## src/rtl/excPkg.sv

```systemverilog
package excPkg;
  localparam int STAT_PIE = 0;
  localparam int STAT_U   = 1;
  localparam int STAT_EH  = 2;
  localparam int STAT_IH  = 3;
  localparam int TLB_DBL  = 0;
  localparam int TLB_WR   = 1;
  localparam int CAUSE_W  = 5;
  localparam int CAUSE_LSB = 2;

  typedef enum logic [CAUSE_W-1:0] {
    C_IRQ     = 5'd1,
    C_TLBMISS = 5'd2,
    C_TLBRD   = 5'd3,
    C_TLBWR   = 5'd4,
    C_TLBEX   = 5'd5,
    C_SUPADDR = 5'd6,
    C_SUPINSN = 5'd7,
    C_SUPDATA = 5'd8,
    C_ILLEGAL = 5'd9,
    C_TRAP    = 5'd10,
    C_BREAK   = 5'd11
  } causeE;

  typedef struct packed {
    logic go;
    logic useIh;
    logic saveExc;
    logic saveBrk;
    logic setDbl;
    logic clrDbl;
    logic setWr;
    logic fastVec;
    logic err;
  } strobeT;
endpackage

```

## src/rtl/excCtrl.sv

```systemverilog
module excCtrl
  import excPkg::*;
(
  input  logic               take,
  input  logic [CAUSE_W-1:0] cause,
  input  logic               ehIn,
  input  logic               pieIn,
  output strobeT             strb
);
  always_comb begin
    strb = '0;
    if (take) begin
      case (cause)
        C_IRQ: begin
          if (pieIn) begin
            strb.go      = 1'b1;
            strb.useIh   = 1'b1;
            strb.saveExc = 1'b1;
          end
        end
        C_TLBMISS: begin
          strb.go = 1'b1;
          if (!ehIn) begin
            strb.saveExc = 1'b1;
            strb.clrDbl  = 1'b1;
            strb.setWr   = 1'b1;
            strb.fastVec = 1'b1;
          end else begin
            strb.setDbl = 1'b1;
          end
        end
        C_TLBRD, C_TLBWR, C_TLBEX: begin
          strb.go      = 1'b1;
          strb.saveExc = 1'b1;
        end
        C_SUPADDR, C_SUPINSN, C_SUPDATA, C_ILLEGAL, C_TRAP: begin
          strb.go      = 1'b1;
          strb.saveExc = !ehIn;
        end
        C_BREAK: begin
          strb.go      = 1'b1;
          strb.saveBrk = !ehIn;
        end
        default: strb.err = 1'b1;
      endcase
    end
  end
endmodule

```

## src/rtl/excDatapath.sv

```systemverilog
module excDatapath
  import excPkg::*;
#(
  parameter int                DATA_W   = 32,
  parameter logic [DATA_W-1:0] GEN_VEC  = 32'h0000_0020,
  parameter logic [DATA_W-1:0] FAST_VEC = 32'h0000_0100
) (
  input  logic               clk,
  input  logic               rstN,
  input  strobeT             strb,
  input  logic [CAUSE_W-1:0] cause,
  input  logic [DATA_W-1:0]  pcIn,
  input  logic [DATA_W-1:0]  statusIn,
  input  logic [DATA_W-1:0]  tlbmiscIn,
  input  logic [DATA_W-1:0]  excIn,
  output logic [DATA_W-1:0]  statusOut,
  output logic [DATA_W-1:0]  estatusOut,
  output logic [DATA_W-1:0]  bstatusOut,
  output logic [DATA_W-1:0]  excOut,
  output logic [DATA_W-1:0]  eaOut,
  output logic [DATA_W-1:0]  baOut,
  output logic [DATA_W-1:0]  tlbmiscOut,
  output logic [DATA_W-1:0]  redirectPc
);
  localparam logic [DATA_W-1:0] INSN_BYTES = DATA_W'(4);

  logic [DATA_W-1:0] statusNext, excNext, tlbNext, retAddr;

  always_comb begin
    statusNext = statusIn;
    if (strb.useIh) statusNext[STAT_IH] = 1'b1;
    else            statusNext[STAT_EH] = 1'b1;
    statusNext[STAT_PIE] = 1'b0;
    statusNext[STAT_U]   = 1'b0;

    excNext = excIn;
    excNext[CAUSE_LSB +: CAUSE_W] = cause;

    tlbNext = tlbmiscIn;
    if (strb.clrDbl) tlbNext[TLB_DBL] = 1'b0;
    if (strb.setDbl) tlbNext[TLB_DBL] = 1'b1;
    if (strb.setWr)  tlbNext[TLB_WR]  = 1'b1;

    retAddr    = pcIn + INSN_BYTES;
    redirectPc = strb.fastVec ? FAST_VEC : GEN_VEC;
  end

  always_ff @(posedge clk or negedge rstN) begin
    if (!rstN) begin
      statusOut  <= '0;
      excOut     <= '0;
      tlbmiscOut <= '0;
    end else if (strb.go) begin
      statusOut  <= statusNext;
      excOut     <= excNext;
      tlbmiscOut <= tlbNext;
    end
  end

  always_ff @(posedge clk or negedge rstN) begin
    if (!rstN) begin
      estatusOut <= '0;
      eaOut      <= '0;
    end else if (strb.go && strb.saveExc) begin
      estatusOut <= statusIn;
      eaOut      <= retAddr;
    end
  end

  always_ff @(posedge clk or negedge rstN) begin
    if (!rstN) begin
      bstatusOut <= '0;
      baOut      <= '0;
    end else if (strb.go && strb.saveBrk) begin
      bstatusOut <= statusIn;
      baOut      <= retAddr;
    end
  end
endmodule

```

## src/rtl/excEntry.sv

```systemverilog
module excEntry
  import excPkg::*;
#(
  parameter int                DATA_W   = 32,
  parameter logic [DATA_W-1:0] GEN_VEC  = 32'h0000_0020,
  parameter logic [DATA_W-1:0] FAST_VEC = 32'h0000_0100
) (
  input  logic               clk,
  input  logic               rstN,
  input  logic               take,
  input  logic [CAUSE_W-1:0] cause,
  input  logic [DATA_W-1:0]  pcIn,
  input  logic [DATA_W-1:0]  statusIn,
  input  logic [DATA_W-1:0]  tlbmiscIn,
  input  logic [DATA_W-1:0]  excIn,
  output logic [DATA_W-1:0]  statusOut,
  output logic [DATA_W-1:0]  estatusOut,
  output logic [DATA_W-1:0]  bstatusOut,
  output logic [DATA_W-1:0]  excOut,
  output logic [DATA_W-1:0]  eaOut,
  output logic [DATA_W-1:0]  baOut,
  output logic [DATA_W-1:0]  tlbmiscOut,
  output logic               redirectValid,
  output logic [DATA_W-1:0]  redirectPc,
  output logic               causeErr
);
  strobeT strb;

  excCtrl uCtrl (
    .take  (take),
    .cause (cause),
    .ehIn  (statusIn[STAT_EH]),
    .pieIn (statusIn[STAT_PIE]),
    .strb  (strb)
  );

  excDatapath #(
    .DATA_W   (DATA_W),
    .GEN_VEC  (GEN_VEC),
    .FAST_VEC (FAST_VEC)
  ) uDp (
    .clk        (clk),
    .rstN       (rstN),
    .strb       (strb),
    .cause      (cause),
    .pcIn       (pcIn),
    .statusIn   (statusIn),
    .tlbmiscIn  (tlbmiscIn),
    .excIn      (excIn),
    .statusOut  (statusOut),
    .estatusOut (estatusOut),
    .bstatusOut (bstatusOut),
    .excOut     (excOut),
    .eaOut      (eaOut),
    .baOut      (baOut),
    .tlbmiscOut (tlbmiscOut),
    .redirectPc (redirectPc)
  );

  assign redirectValid = strb.go;
  assign causeErr      = strb.err;
endmodule

```

## config.mk

```make
export PLATFORM = sky130hd
export DESIGN_NAME = excEntry
export DESIGN_NICKNAME = d
export VERILOG_FILES = /design/src/rtl/excPkg.sv /design/src/rtl/excCtrl.sv /design/src/rtl/excDatapath.sv /design/src/rtl/excEntry.sv
export SDC_FILE = /design/constraint.sdc
export NUM_CORES = 1
export LEC_CHECK = 0
export CORE_AREA = 2 2 155 157
export CTS_CLUSTER_DIAMETER = 200
export DETAILED_ROUTE_END_ITERATION = 12
export DIE_AREA = 0 0 157 159
export PLACE_DENSITY = 0.85
export SKIP_LAST_GASP = 1
export SLEW_MARGIN = 20
export SYNTH_ARGS = -nofsm -noshare
export SYNTH_HDL_FRONTEND = slang
export SYNTH_SLANG_ARGS = --single-unit
```

## constraint.sdc

```tcl
create_clock -name clk -period 7.6 [get_ports clk]
set_clock_uncertainty 0.2 [all_clocks]
set_input_delay 2.28 -clock clk [delete_from_list [all_inputs] [get_ports clk]]
set_output_delay 2.28 -clock clk [all_outputs]
set_load 0.005 [all_outputs]
```

==> results.rst <==
.. list-table::
   :header-rows: 1

   * - Metric
     - Value
   * - Number of flops mapped to enable cells by yosys
     - 0
   * - Most frequently used cell type in the post-synthesis netlist
     - dfrtp_1
   * - Asr flop ratio synth
     - 100%
   * - Number of filler instances in the final layout
     - 1,800
   * - Initial DRC Count
     - 197
   * - Max-Slew Margin vs Limit
     - 32.0%
   * - Initial antenna violation count
     - 0
   * - Number of nets at the end of the flow
     - 1,119
   * - Critical path's top delay family
     - buffers and inverters
   * - Clock tree sinks
     - 222
   * - Avg Cell Area, Syn
     - 14.7 sq um
   * - Share of the yosys chip area belonging to registers
     - 60.7%
   * - Cell types with the largest area share after synthesis
     - dfrtp_1 61%, mux2_2 19%, mux2_1 7.7%
   * - Via count
     - 6,321
   * - Arr. time, crit path
     - 4230 ps
   * - Length of the first detailed-routing pass in iterations
     - 4
   * - Period utilization
     - 88.2%
   * - Crit path capture type
     - output pin
   * - Setup tns final
     - 0 ps
   * - Post-route met1 wirelength
     - 9240 microns
   * - VDD IR-drop max
     - 0.196 mV
   * - HPWL after detailed placement
     - 17,300 microns
   * - Post-synth top flop
     - dfrtp_1
   * - Area growth, synth to finish
     - 50.2%
   * - Pin count of the biggest net entering global routing
     - 121
   * - Critical-path top delay cell
     - clkdlybuf4s50_1
   * - CP max FO
     - 8
   * - CP Launch Type
     - primary input
   * - Fmax achieved
     - 149 MHz
   * - Wire length on met3
     - 2160 microns
   * - Global placement routability congestion
     - 0.793
   * - MaxCap Viol Count
     - 0
   * - Overall routing resource usage
     - 19.5%
   * - DRT Wirelength
     - 24,300 microns
   * - Unrepaired setup endpoints after global routing
     - false
   * - Count of mapped cells out of synthesis
     - 623
   * - Via count of the first global-routing pass
     - 6,945
   * - Clock Tree Root
     - clkbuf_16
   * - Endpoints failing setup
     - 0
   * - Slew of the pin with the lowest slew margin
     - 1020 ps
   * - CP bufs+invs
     - 2
   * - Number of hold-slack violations in the final timing report
     - 0
   * - Hold Slack
     - 281 ps
   * - Share of layout cells above drive strength 1
     - 19.9%
   * - Cts hold-fix bufs
     - 0
   * - Synth top cells by count
     - 222 x dfrtp_1, 152 x mux2_2, 63 x mux2_1, 39 x buf_4, 22 x xnor2_1
   * - Number of core rows
     - 56
   * - WS Path Type
     - in -> out
   * - Top-area cell type share of the netlist area
     - 60.7%
   * - Reg clk slew, reported paths
     - 60 ps
   * - Core region area
     - 0.0232 sq mm
   * - Netlist area before placement
     - 0.00916 sq mm
   * - Residual DRC count
     - 0
   * - Final core area utilization
     - 59.3%
   * - Final critical path time including I/O delays and setup
     - 6710 ps
   * - Largest area contributor in the netlist
     - dfrtp_1
   * - Die ar.
     - 0.0250 sq mm
   * - Outcome
     - finished, final reports clean
   * - Largest incremental delay on the critical path
     - 570 ps
   * - Yosys synthesis warning count
     - 0
   * - Average vias per placed instance
     - 4.79
   * - Uppermost layer routed
     - met4
   * - Post-cts gate resize count
     - 0
   * - IO Pins
     - 394
   * - Total power of the final layout
     - 3650 uW
   * - Cell-by-cell listing of the critical path
     - clkdlybuf4s50_1 -> or3_1 -> nor2_1 -> a211oi_1 -> nor2_1 -> clkdlybuf4s50_1
   * - Post-CTS setup-driven buffer insertion count
     - 0
   * - Remaining number of nets flagged by the antenna check after routing
     - 0
   * - Die boundary height
     - 159 microns
   * - Insertion delay to the later sink of the worst-skew pair
     - 510 ps
   * - Drt wl/cell
     - 18.4 microns
   * - Count of placed standard cells in the final layout, fillers left out
     - 1,319
   * - Max clock buf depth
     - 3
   * - Static Leak
     - 0.00586 uW
   * - Number of pins exceeding their max-slew limit in the final report
     - 0
   * - Flop and latch count out of synthesis
     - 222
   * - Antenna fix cells
     - 0
   * - Number of buffers created by CTS
     - 24
   * - Number of buffers inserted by port buffering
     - 356
   * - Required time of the critical path
     - 5120 ps
   * - Cell Count Post-Placement
     - 1,275
   * - Overflow after GRT
     - 0
   * - Distinct cells, synth
     - 34
   * - H-Tree Level Count
     - 1
   * - P per Cell Area
     - 265 mW/mm^2
   * - Horiz. Die Dim
     - 157 microns
   * - Met2 routed WL
     - 12,100 microns
   * - Initial Utilization
     - 39.5%
   * - Global-route wire length before repair
     - 38,300 microns
   * - Clock tree from TritonCTS
     - done
   * - Class of the most critical hold timing path
     - reg -> reg
==> cell families after synthesis <==
kind of cell / after synthesis / synth area share, %
DFF: 222 / 60.7
muxes: 216 / 26.5
and+or+nand+nor: 78 / 4.58
buffers and inverters: 65 / 4.36
xor gates and xnor gates: 28 / 2.68
AOI/OAI and AO/OA: 12 / 1.01
adders and majority gates: 1 / 0.137
other: 1 / 0.0409
==> path summary, 6_finish.rpt <==
check / cells past startpoint / endpoint / from / slack (ps)
max reg2reg: 1 / uDp.eaOut[28]$_DFFE_PN0P_ / uDp.eaOut[28]$_DFFE_PN0P_ / 6590
max: 6 / causeErr / cause[3] / 890
min reg2reg: 1 / uDp.estatusOut[6]$_DFFE_PN0P_ / uDp.estatusOut[6]$_DFFE_PN0P_ / 280
min: 1 / uDp.estatusOut[6]$_DFFE_PN0P_ / uDp.estatusOut[6]$_DFFE_PN0P_ / 280
min in group asynchronous: 1 / uDp.tlbmiscOut[2]$_DFFE_PN0P_ / rstN / 1570
max in group asynchronous: 2 / uDp.eaOut[29]$_DFFE_PN0P_ / rstN / 4450
==> metal layers <==
metal  track usage, %  up-vias
met4             6.80        0
met5                0        -
met1             22.4     3123
li1                 -     2856
met2             33.9      288
met3             6.31       54
==> report_power, final <==
| group | internal, uW | leakage [uW] | switching [uW] |
|---|---|---|---|
| registers | 1420 | 0.00272 | 120 |
| clock network | 728 | 0.000400 | 464 |
| logic | 619 | 0.00274 | 295 |
| total | 2770 | 0.00586 | 879 |
==> cell type report <==
cell class	instances	area [sq um]	area share, %
flip-flops and latches	222	5560	40.4
repair buffers	361	3620	26.3
multi-input cells	367	3340	24.3
clock buffers	38	734	5.34
well taps	319	399	2.90
clock inverters	6	82.6	0.600
inverters	6	22.5	0.164
==> flip-flops by register name, summed over array words and instances, names as in the netlist <==
signal and count:
uDp.excOut 32, uDp.estatusOut 32, uDp.bstatusOut 32, uDp.baOut 32, uDp.statusOut 30, uDp.eaOut 32, uDp.tlbmiscOut 32
==> layout by cell type, fill, tap and decap left out, types with 9 or more instances in the layout <==
| cell | count |
|---|---|
| nand3_1 | 9 |
| mux2_2 | 152 |
| mux2_1 | 63 |
| clkbuf_16 | 25 |
| xnor2_1 | 22 |
| nor2_1 | 14 |
| conb_1 | 32 |
| nand2_1 | 16 |
| clkdlybuf4s50_1 | 355 |
| nand4_1 | 10 |
| dfrtp_1 | 222 |
==> stage by stage <==
| stage | setup slack [ps] | instance area, sq um |
|---|---|---|
| 2_1_floorplan | 1620 | 9280 |
| 3_3_place_gp | 942 | 12900 |
| 3_5_place_dp | 916 | 12900 |
| 4_1_cts | 913 | 13700 |
| 5_1_grt | 811 | 13800 |
| 6_report | 894 | 13800 |
(Power assumes the default switching activity.)
